File: config.mk
export PLATFORM = sky130hd
export DESIGN_NAME = irq_prio_ctrl
export DESIGN_NICKNAME = d
export VERILOG_FILES = /design/src/rtl/irqc_pkg.sv /design/src/rtl/irqc_arbiter.sv /design/src/rtl/irqc_svc_stack.sv /design/src/rtl/irq_prio_ctrl.sv
export SDC_FILE = /design/constraint.sdc
export NUM_CORES = 1
export LEC_CHECK = 0
export ABC_AREA = 1
export BUFFER_PORTS_ARGS = -buffer_cell sky130_fd_sc_hd__buf_2
export CAP_MARGIN = 20
export CORE_ASPECT_RATIO = 0.7
export CORE_MARGIN = 2
export CORE_UTILIZATION = 54
export CTS_CLUSTER_SIZE = 24
export DETAILED_ROUTE_END_ITERATION = 10
export PLACE_DENSITY = 0.88
export SYNTH_ARGS = -nofsm -noshare
export SYNTH_HDL_FRONTEND = slang
export SYNTH_SLANG_ARGS = --single-unit
File: constraint.sdc
create_clock -name clk -period 40.1 [get_ports clk]
set_clock_uncertainty 0.1 [all_clocks]
set_input_delay 4.01 -clock clk [delete_from_list [all_inputs] [get_ports clk]]
set_output_delay 4.01 -clock clk [all_outputs]
set_load 0.005 [all_outputs]
File: src/rtl/irqc_pkg.sv
package irqc_pkg;
  localparam int NSRC_DEF = 18;
  localparam int LVL_W    = 2;
  localparam int NLVL     = 1 << LVL_W;
  localparam int VEC_W    = 16;
  localparam int SLOT_W   = 5;

  typedef logic [LVL_W-1:0] lvl_t;

  // Slot number per natural index, index 17 first.
  localparam logic [NSRC_DEF-1:0][SLOT_W-1:0] DEF_SLOT = {
    5'd17, 5'd16, 5'd15, 5'd13, 5'd12, 5'd5, 5'd9, 5'd14, 5'd4,
    5'd3,  5'd7,  5'd2,  5'd11, 5'd6,  5'd1, 5'd10, 5'd8, 5'd0};

  // Vector address: eight bytes per slot, offset by three.
  function automatic logic [VEC_W-1:0] vec_of(input logic [SLOT_W-1:0] slot);
    return VEC_W'({slot, 3'b011});
  endfunction

  // One above the highest busy level; zero when nothing is in service.
  function automatic logic [LVL_W:0] busy_floor(input logic [NLVL-1:0] s);
    logic [LVL_W:0] f;
    f = '0;
    for (int i = 0; i < NLVL; i++)
      if (s[i]) f = (LVL_W+1)'(i + 1);
    return f;
  endfunction

  // Clear the highest set in-service bit.
  function automatic logic [NLVL-1:0] pop_top(input logic [NLVL-1:0] s);
    logic [NLVL-1:0] r;
    logic            done;
    r    = s;
    done = 1'b0;
    for (int i = NLVL-1; i >= 0; i--)
      if (r[i] && !done) begin
        r[i] = 1'b0;
        done = 1'b1;
      end
    return r;
  endfunction
endpackage

File: src/rtl/irqc_arbiter.sv
module irqc_arbiter #(
  parameter int N_SRC = 18,
  parameter int LW    = 2,
  localparam int IDW  = $clog2(N_SRC)
) (
  input  logic [N_SRC-1:0]         pend,
  input  logic [N_SRC-1:0][LW-1:0] lvl,
  output logic                     win_valid,
  output logic [IDW-1:0]           win_id,
  output logic [LW-1:0]            win_lvl
);
  // Scan from the top index down; ">=" lets lower indices take ties.
  always_comb begin
    win_valid = 1'b0;
    win_id    = '0;
    win_lvl   = '0;
    for (int i = N_SRC-1; i >= 0; i--) begin
      if (pend[i] && (!win_valid || lvl[i] >= win_lvl)) begin
        win_valid = 1'b1;
        win_id    = IDW'(i);
        win_lvl   = lvl[i];
      end
    end
  end
endmodule

File: src/rtl/irqc_svc_stack.sv
module irqc_svc_stack #(
  parameter int LW   = 2,
  localparam int NL  = 1 << LW
) (
  input  logic          clk,
  input  logic          rst_n,
  input  logic          push,
  input  logic [LW-1:0] push_lvl,
  input  logic          pop,
  output logic [NL-1:0] state,
  output logic [LW:0]   floor_lvl
);
  always_ff @(posedge clk) begin
    if (!rst_n)
      state <= '0;
    else if (pop)
      state <= irqc_pkg::pop_top(state);
    else if (push)
      state[push_lvl] <= 1'b1;
  end

  assign floor_lvl = irqc_pkg::busy_floor(state);
endmodule

File: src/rtl/irq_prio_ctrl.sv
module irq_prio_ctrl #(
  parameter int N_SRC = irqc_pkg::NSRC_DEF,
  parameter logic [N_SRC-1:0][irqc_pkg::SLOT_W-1:0] SLOT_MAP = irqc_pkg::DEF_SLOT,
  parameter logic [N_SRC-1:0] AUTO_CLR  = N_SRC'(18'h10108),
  parameter logic [N_SRC-1:0] EDGE_SRC  = N_SRC'(18'h00041),
  parameter logic [N_SRC-1:0] WAKE_MASK = N_SRC'(18'h20000),
  localparam int IDW = $clog2(N_SRC),
  localparam int LW  = irqc_pkg::LVL_W,
  localparam int NL  = irqc_pkg::NLVL,
  localparam int VW  = irqc_pkg::VEC_W
) (
  input  logic             clk,
  input  logic             rst_n,
  input  logic [N_SRC-1:0] flag_i,
  input  logic [N_SRC-1:0] en_i,
  input  logic             glob_en_i,
  input  logic [N_SRC-1:0] prio_hi_i,
  input  logic [N_SRC-1:0] prio_lo_i,
  input  logic [N_SRC-1:0] edge_trig_i,
  input  logic             last_cycle_i,
  input  logic             blk_write_i,
  input  logic             reti_i,
  output logic             call_o,
  output logic [VW-1:0]    vec_o,
  output logic [IDW-1:0]   grant_id_o,
  output logic [N_SRC-1:0] clr_o,
  output logic [NL-1:0]    insvc_o,
  output logic             wake_o
);
  // Named internal events, visible to the bound checker.
  logic [N_SRC-1:0]         pend;
  logic [N_SRC-1:0][LW-1:0] src_lvl;
  logic                     win_valid;
  logic [IDW-1:0]           win_id;
  logic [LW-1:0]            win_lvl;
  logic [LW:0]              svc_floor;
  logic                     poll_ok;
  logic                     lvl_ok;
  logic                     grant;
  logic [N_SRC-1:0]         clr_sel;

  assign pend = flag_i & en_i & {N_SRC{glob_en_i}};

  for (genvar g = 0; g < N_SRC; g++) begin : g_src
    assign src_lvl[g] = {prio_hi_i[g], prio_lo_i[g]};
    assign clr_sel[g] = AUTO_CLR[g] | (EDGE_SRC[g] & edge_trig_i[g]);
  end

  irqc_arbiter #(.N_SRC(N_SRC), .LW(LW)) u_arb (
    .pend      (pend),
    .lvl       (src_lvl),
    .win_valid (win_valid),
    .win_id    (win_id),
    .win_lvl   (win_lvl)
  );

  irqc_svc_stack #(.LW(LW)) u_svc (
    .clk       (clk),
    .rst_n     (rst_n),
    .push      (grant),
    .push_lvl  (win_lvl),
    .pop       (reti_i),
    .state     (insvc_o),
    .floor_lvl (svc_floor)
  );

  assign poll_ok = last_cycle_i & ~blk_write_i & ~reti_i;
  assign lvl_ok  = ({1'b0, win_lvl} >= svc_floor);
  assign grant   = win_valid & poll_ok & lvl_ok;

  always_ff @(posedge clk) begin
    if (!rst_n) begin
      call_o     <= 1'b0;
      vec_o      <= '0;
      grant_id_o <= '0;
      clr_o      <= '0;
      wake_o     <= 1'b0;
    end else begin
      call_o <= grant;
      wake_o <= |(flag_i & en_i & WAKE_MASK);
      if (grant) begin
        vec_o      <= irqc_pkg::vec_of(SLOT_MAP[win_id]);
        grant_id_o <= win_id;
        clr_o      <= clr_sel[win_id] ? (N_SRC'(1) << win_id) : '0;
      end else begin
        clr_o      <= '0;
      end
    end
  end
endmodule

==> impl_results.html <==
<table>
<tr><th>Metric</th><th>Value</th></tr>
<tr><th colspan="2">Critical path</th></tr>
<tr><td>Critical-path cell with the highest stage delay</td><td>sky130_fd_sc_hd__a21oi_2</td></tr>
<tr><td>Endpoint class of the critical path</td><td>register</td></tr>
<tr><td>Internal reg-to-reg setup slack</td><td>37.87 ns</td></tr>
<tr><td>Worst path most repeated cell</td><td>sky130_fd_sc_hd__o21ai_0</td></tr>
<tr><td>Biggest cell delay along the critical path</td><td>0.48 ns</td></tr>
<tr><td>Worst EP required</td><td>40.21 ns</td></tr>
<tr><td>Arrival time of data at the critical path endpoint</td><td>22.07 ns</td></tr>
<tr><td>Path depth of the worst reg2reg path</td><td>11</td></tr>
<tr><td>Critical Path Fanout Max</td><td>17</td></tr>
<tr><td>Worst Setup Path Type</td><td>input port to register</td></tr>
<tr><td>Startpoint Class</td><td>input port</td></tr>
<tr><th colspan="2">Floorplan</th></tr>
<tr><td>Area of the placeable core</td><td>6216 sq um</td></tr>
<tr><td>Count of pins on the block boundary</td><td>141</td></tr>
<tr><td>Die ar.</td><td>7100 sq um</td></tr>
<tr><td>Die X-Extent</td><td>99.86 microns</td></tr>
<tr><td>Starting utilization of the core area</td><td>55.88%</td></tr>
<tr><td>DIE HEIGHT</td><td>71.10 microns</td></tr>
<tr><td>Row count</td><td>24</td></tr>
<tr><th colspan="2">GRT</th></tr>
<tr><td>Via count of the first global-routing pass</td><td>3565</td></tr>
<tr><td>Antenna violations before repair</td><td>0</td></tr>
<tr><td>Largest net degree at the start of global routing</td><td>18</td></tr>
<tr><td>Global router's overall resource usage</td><td>24.21%</td></tr>
<tr><td>Wire length of the first global-routing pass</td><td>14.37 mm</td></tr>
<tr><td>Congestion Overflow GR</td><td>0</td></tr>
<tr><th colspan="2">CTS</th></tr>
<tr><td>Number of instances resized during post-cts repair</td><td>0</td></tr>
<tr><td>Post-CTS clock slew at the launch and capture registers of the worst setup and hold paths</td><td>0.07 ns</td></tr>
<tr><td>Total of hold buffers inserted after clock tree synthesis</td><td>0</td></tr>
<tr><td>CTS root buf</td><td>sky130_fd_sc_hd__clkbuf_8</td></tr>
<tr><td>Number of setup buffers added after CTS</td><td>0</td></tr>
<tr><td>Sinks on Clock Net</td><td>34</td></tr>
<tr><td>Bufs on Longest Clock Path</td><td>2</td></tr>
<tr><td>CTS tree</td><td>done</td></tr>
<tr><td>H-tree levels</td><td>2</td></tr>
<tr><td>CTS Buf Count</td><td>5</td></tr>
<tr><td>Later-pin clock latency in the skew report</td><td>0.29 ns</td></tr>
<tr><th colspan="2">Place</th></tr>
<tr><td>Port Buffer Count</td><td>115</td></tr>
<tr><td>RePlAce Congestion</td><td>0.9183</td></tr>
<tr><td>Detailed-placement wirelength estimate</td><td>7.258 mm</td></tr>
<tr><th colspan="2">Drt</th></tr>
<tr><td>Initial DRT Pass Iterations</td><td>5</td></tr>
<tr><td>DRC</td><td>0</td></tr>
<tr><td>Average wire per cell in the routed design</td><td>11.50 microns</td></tr>
<tr><td>DR iter-0 viols</td><td>196</td></tr>
<tr><td>Post-route antenna net violation count</td><td>0</td></tr>
<tr><td>Aggregate routed wire length</td><td>8.535 mm</td></tr>
<tr><td>Total via count after detailed routing</td><td>3751</td></tr>
<tr><td>Via-to-Cell Ratio</td><td>5.055</td></tr>
<tr><th colspan="2">Timing</th></tr>
<tr><td>RSZ-0062 raised after global routing</td><td>false</td></tr>
<tr><td>Final Cycle Share</td><td>54.78%</td></tr>
<tr><td>Minimum period implied by the final worst setup slack</td><td>21.97 ns</td></tr>
<tr><td>Maximum operating frequency</td><td>0.04552 GHz</td></tr>
<tr><td>Slew Limit Fails</td><td>0</td></tr>
<tr><td>Max_slew headroom</td><td>41.67%</td></tr>
<tr><td>Final hold slack</td><td>0.3642 ns</td></tr>
<tr><td>Endpoints failing hold</td><td>0</td></tr>
<tr><td>Transition time at the pin with the least slew margin</td><td>0.8682 ns</td></tr>
<tr><td>TNS Setup</td><td>0 ns</td></tr>
<tr><td>Final setup violation count</td><td>0</td></tr>
<tr><th colspan="2">Synth</th></tr>
<tr><td>XOR/XNOR Fraction of Synth Area</td><td>0%</td></tr>
<tr><td>Synthesis-stage register bit count</td><td>34</td></tr>
<tr><td>Post-synth EDFFs</td><td>0</td></tr>
<tr><td>Post-synthesis compound-gate area fraction</td><td>12.36%</td></tr>
<tr><td>Synth Instances</td><td>544</td></tr>
<tr><td>Post-synthesis share of cell area spent on and, or, nand and nor gates</td><td>41.75%</td></tr>
<tr><td>Number of unique standard cell types used by synthesis</td><td>39</td></tr>
<tr><td>Fraction of registers with async set or reset after synthesis</td><td>0%</td></tr>
<tr><td>Total of warnings raised by yosys</td><td>0</td></tr>
<tr><td>Mux share of post-synthesis cell area</td><td>0%</td></tr>
<tr><td>Syn Std Cell Area</td><td>3473 sq um</td></tr>
<tr><td>Synthesized area per cell</td><td>6.385 sq um</td></tr>
<tr><td>Main combinational cell family by area after synthesis</td><td>simple AND/OR/NAND/NOR gates</td></tr>
<tr><td>Synthesized-area fraction occupied by adder cells</td><td>10.09%</td></tr>
<tr><td>Share of the yosys chip area belonging to registers</td><td>19.60%</td></tr>
<tr><td>Dominant register cell in the synthesized netlist</td><td>sky130_fd_sc_hd__dfxtp_1</td></tr>
<tr><th colspan="2">Status</th></tr>
<tr><td>Outcome</td><td>finished, final reports clean</td></tr>
<tr><th colspan="2">Power and ir drop</th></tr>
<tr><td>Leakage</td><td>2.543 nW</td></tr>
<tr><td>Power per cell area</td><td>27.58 nW/um^2</td></tr>
<tr><td>Peak supply drop</td><td>0.01279 mV</td></tr>
<tr><th colspan="2">Cells and area</th></tr>
<tr><td>Antenna diode count</td><td>0</td></tr>
<tr><td>Share of post-route cells with drive strength above 1</td><td>29.82%</td></tr>
<tr><td>Commonest cells after routing, fill and taps aside</td><td>sky130_fd_sc_hd__inv_1 (115), sky130_fd_sc_hd__buf_2 (115), sky130_fd_sc_hd__nand2_1 (87)</td></tr>
<tr><td>Filler Cell Count</td><td>552</td></tr>
<tr><td>Layout-stage area growth over the synthesis result</td><td>20.17%</td></tr>
<tr><td>Total Nets Final</td><td>787</td></tr>
<tr><th colspan="2">Worst hold path</th></tr>
<tr><td>Depth of the worst hold-timing path</td><td>2</td></tr>
<tr><td>Hold Crit Class</td><td>register to register</td></tr>
<tr><th colspan="2">Job</th></tr>
<tr><td>Max_cap viols</td><td>0</td></tr>
</table>
cell usage after synthesis (2+ instances only):
| cell | n | share of area [%] |
|---|---|---|
| sky130_fd_sc_hd__ha_1 | 28 | 10 |
| sky130_fd_sc_hd__inv_1 | 115 | 12 |
| sky130_fd_sc_hd__inv_2 | 2 | 0.22 |
| sky130_fd_sc_hd__nand2_2 | 34 | 6.1 |
| sky130_fd_sc_hd__o21ai_1 | 7 | 1.0 |
| sky130_fd_sc_hd__nand3_1 | 47 | 6.8 |
| sky130_fd_sc_hd__a21oi_1 | 25 | 3.6 |
| sky130_fd_sc_hd__clkinv_1 | 2 | 0.22 |
| sky130_fd_sc_hd__nand3_2 | 15 | 4.3 |
| sky130_fd_sc_hd__o21ai_0 | 37 | 5.3 |
| sky130_fd_sc_hd__o211ai_1 | 3 | 0.65 |
| sky130_fd_sc_hd__nand2_4 | 10 | 3.2 |
| sky130_fd_sc_hd__nand3b_1 | 4 | 0.86 |
| sky130_fd_sc_hd__nand4_1 | 3 | 0.54 |
| sky130_fd_sc_hd__nor3_1 | 9 | 1.3 |
| sky130_fd_sc_hd__nor2_1 | 39 | 4.2 |
| sky130_fd_sc_hd__nor2_2 | 8 | 1.4 |
| sky130_fd_sc_hd__nor4_1 | 3 | 0.54 |
| sky130_fd_sc_hd__nand2_1 | 87 | 9.4 |
| sky130_fd_sc_hd__buf_4 | 13 | 2.8 |
| sky130_fd_sc_hd__dfxtp_1 | 34 | 20 |
| sky130_fd_sc_hd__and2_1 | 2 | 0.36 |
cells by family (layout without fill, tap and decap cells):
| kind of cell | after synthesis | count (layout) |
|---|---|---|
| adders and majority gates | 28 | 28 |
| AOI/OAI and AO/OA | 79 | 79 |
| and+or+nand+nor | 268 | 268 |
| other | 1 | 13 |
| buffers and inverters | 134 | 242 |
| DFF | 34 | 34 |
where the power goes:
group          leakage [nW]  internal [mW]  switching (mW)
Clock                0.0472         0.0138          0.0128
Sequential            0.277         0.0350        0.000674
Combinational          2.22         0.0194          0.0335
Total                  2.54         0.0681          0.0470
worst max-delay path, delay by kind of cell:
| kind | cells | cell delay, ns |
|---|---|---|
| and+or+nand+nor | 59 | 5.97 |
| AOI/OAI and AO/OA | 38 | 5.52 |
| adders and majority gates | 18 | 5.17 |
| buffers and inverters | 16 | 1.39 |
through the flow:
stage	utilization [%]	total power [mW]	worst slack [ns]	instance area (sq um)	instances
global placement	65.62	0.08557	18.86	4079	734
floorplan	-	0.07593	20.64	3518	556
finish	67.15	0.1151	18.13	4174	742
global route	67.15	0.1239	16.32	4174	742
CTS	67.15	0.1148	18.25	4174	742
detailed placement	65.62	0.08830	18.00	4079	734
layer usage:
| metal | global-route usage [%] | vias up | wire, microns |
|---|---|---|---|
| met5 | 0 | - | 0 |
| met1 | 29.90 | 1635 | 3826 |
| met4 | 6.697 | 0 | 121 |
| met2 | 43.09 | 162 | 3946 |
| met3 | 4.842 | 18 | 641 |
| li1 | - | 1936 | - |
state kept, by name, indices dropped and copies added (netlist names):
name	cells
call_o	1
u_svc.state	4
vec_o	6
wake_o	1
grant_id_o	4
clr_o	18
cell type report:
class                   count  area [sq um]  share of cell area, %
inverters                 119         446.7                  10.70
clock inverters             2         12.51                 0.2998
multi-input cells         388          2278                  54.59
flip-flops and latches     34         680.7                  16.31
clock buffers               6         82.58                  1.978
repair buffers            115         575.6                  13.79
well taps                  78         97.59                  2.338
worst paths after layout:
kind / from / endpoint
worst min-delay path: vec_o[4] / vec_o[4]
worst max register to register: u_svc.state[3] / vec_o[4]
worst min register to register: vec_o[4] / vec_o[4]
worst max-delay path: glob_en_i / vec_o[4]
Power figures use the tool's default switching activity.
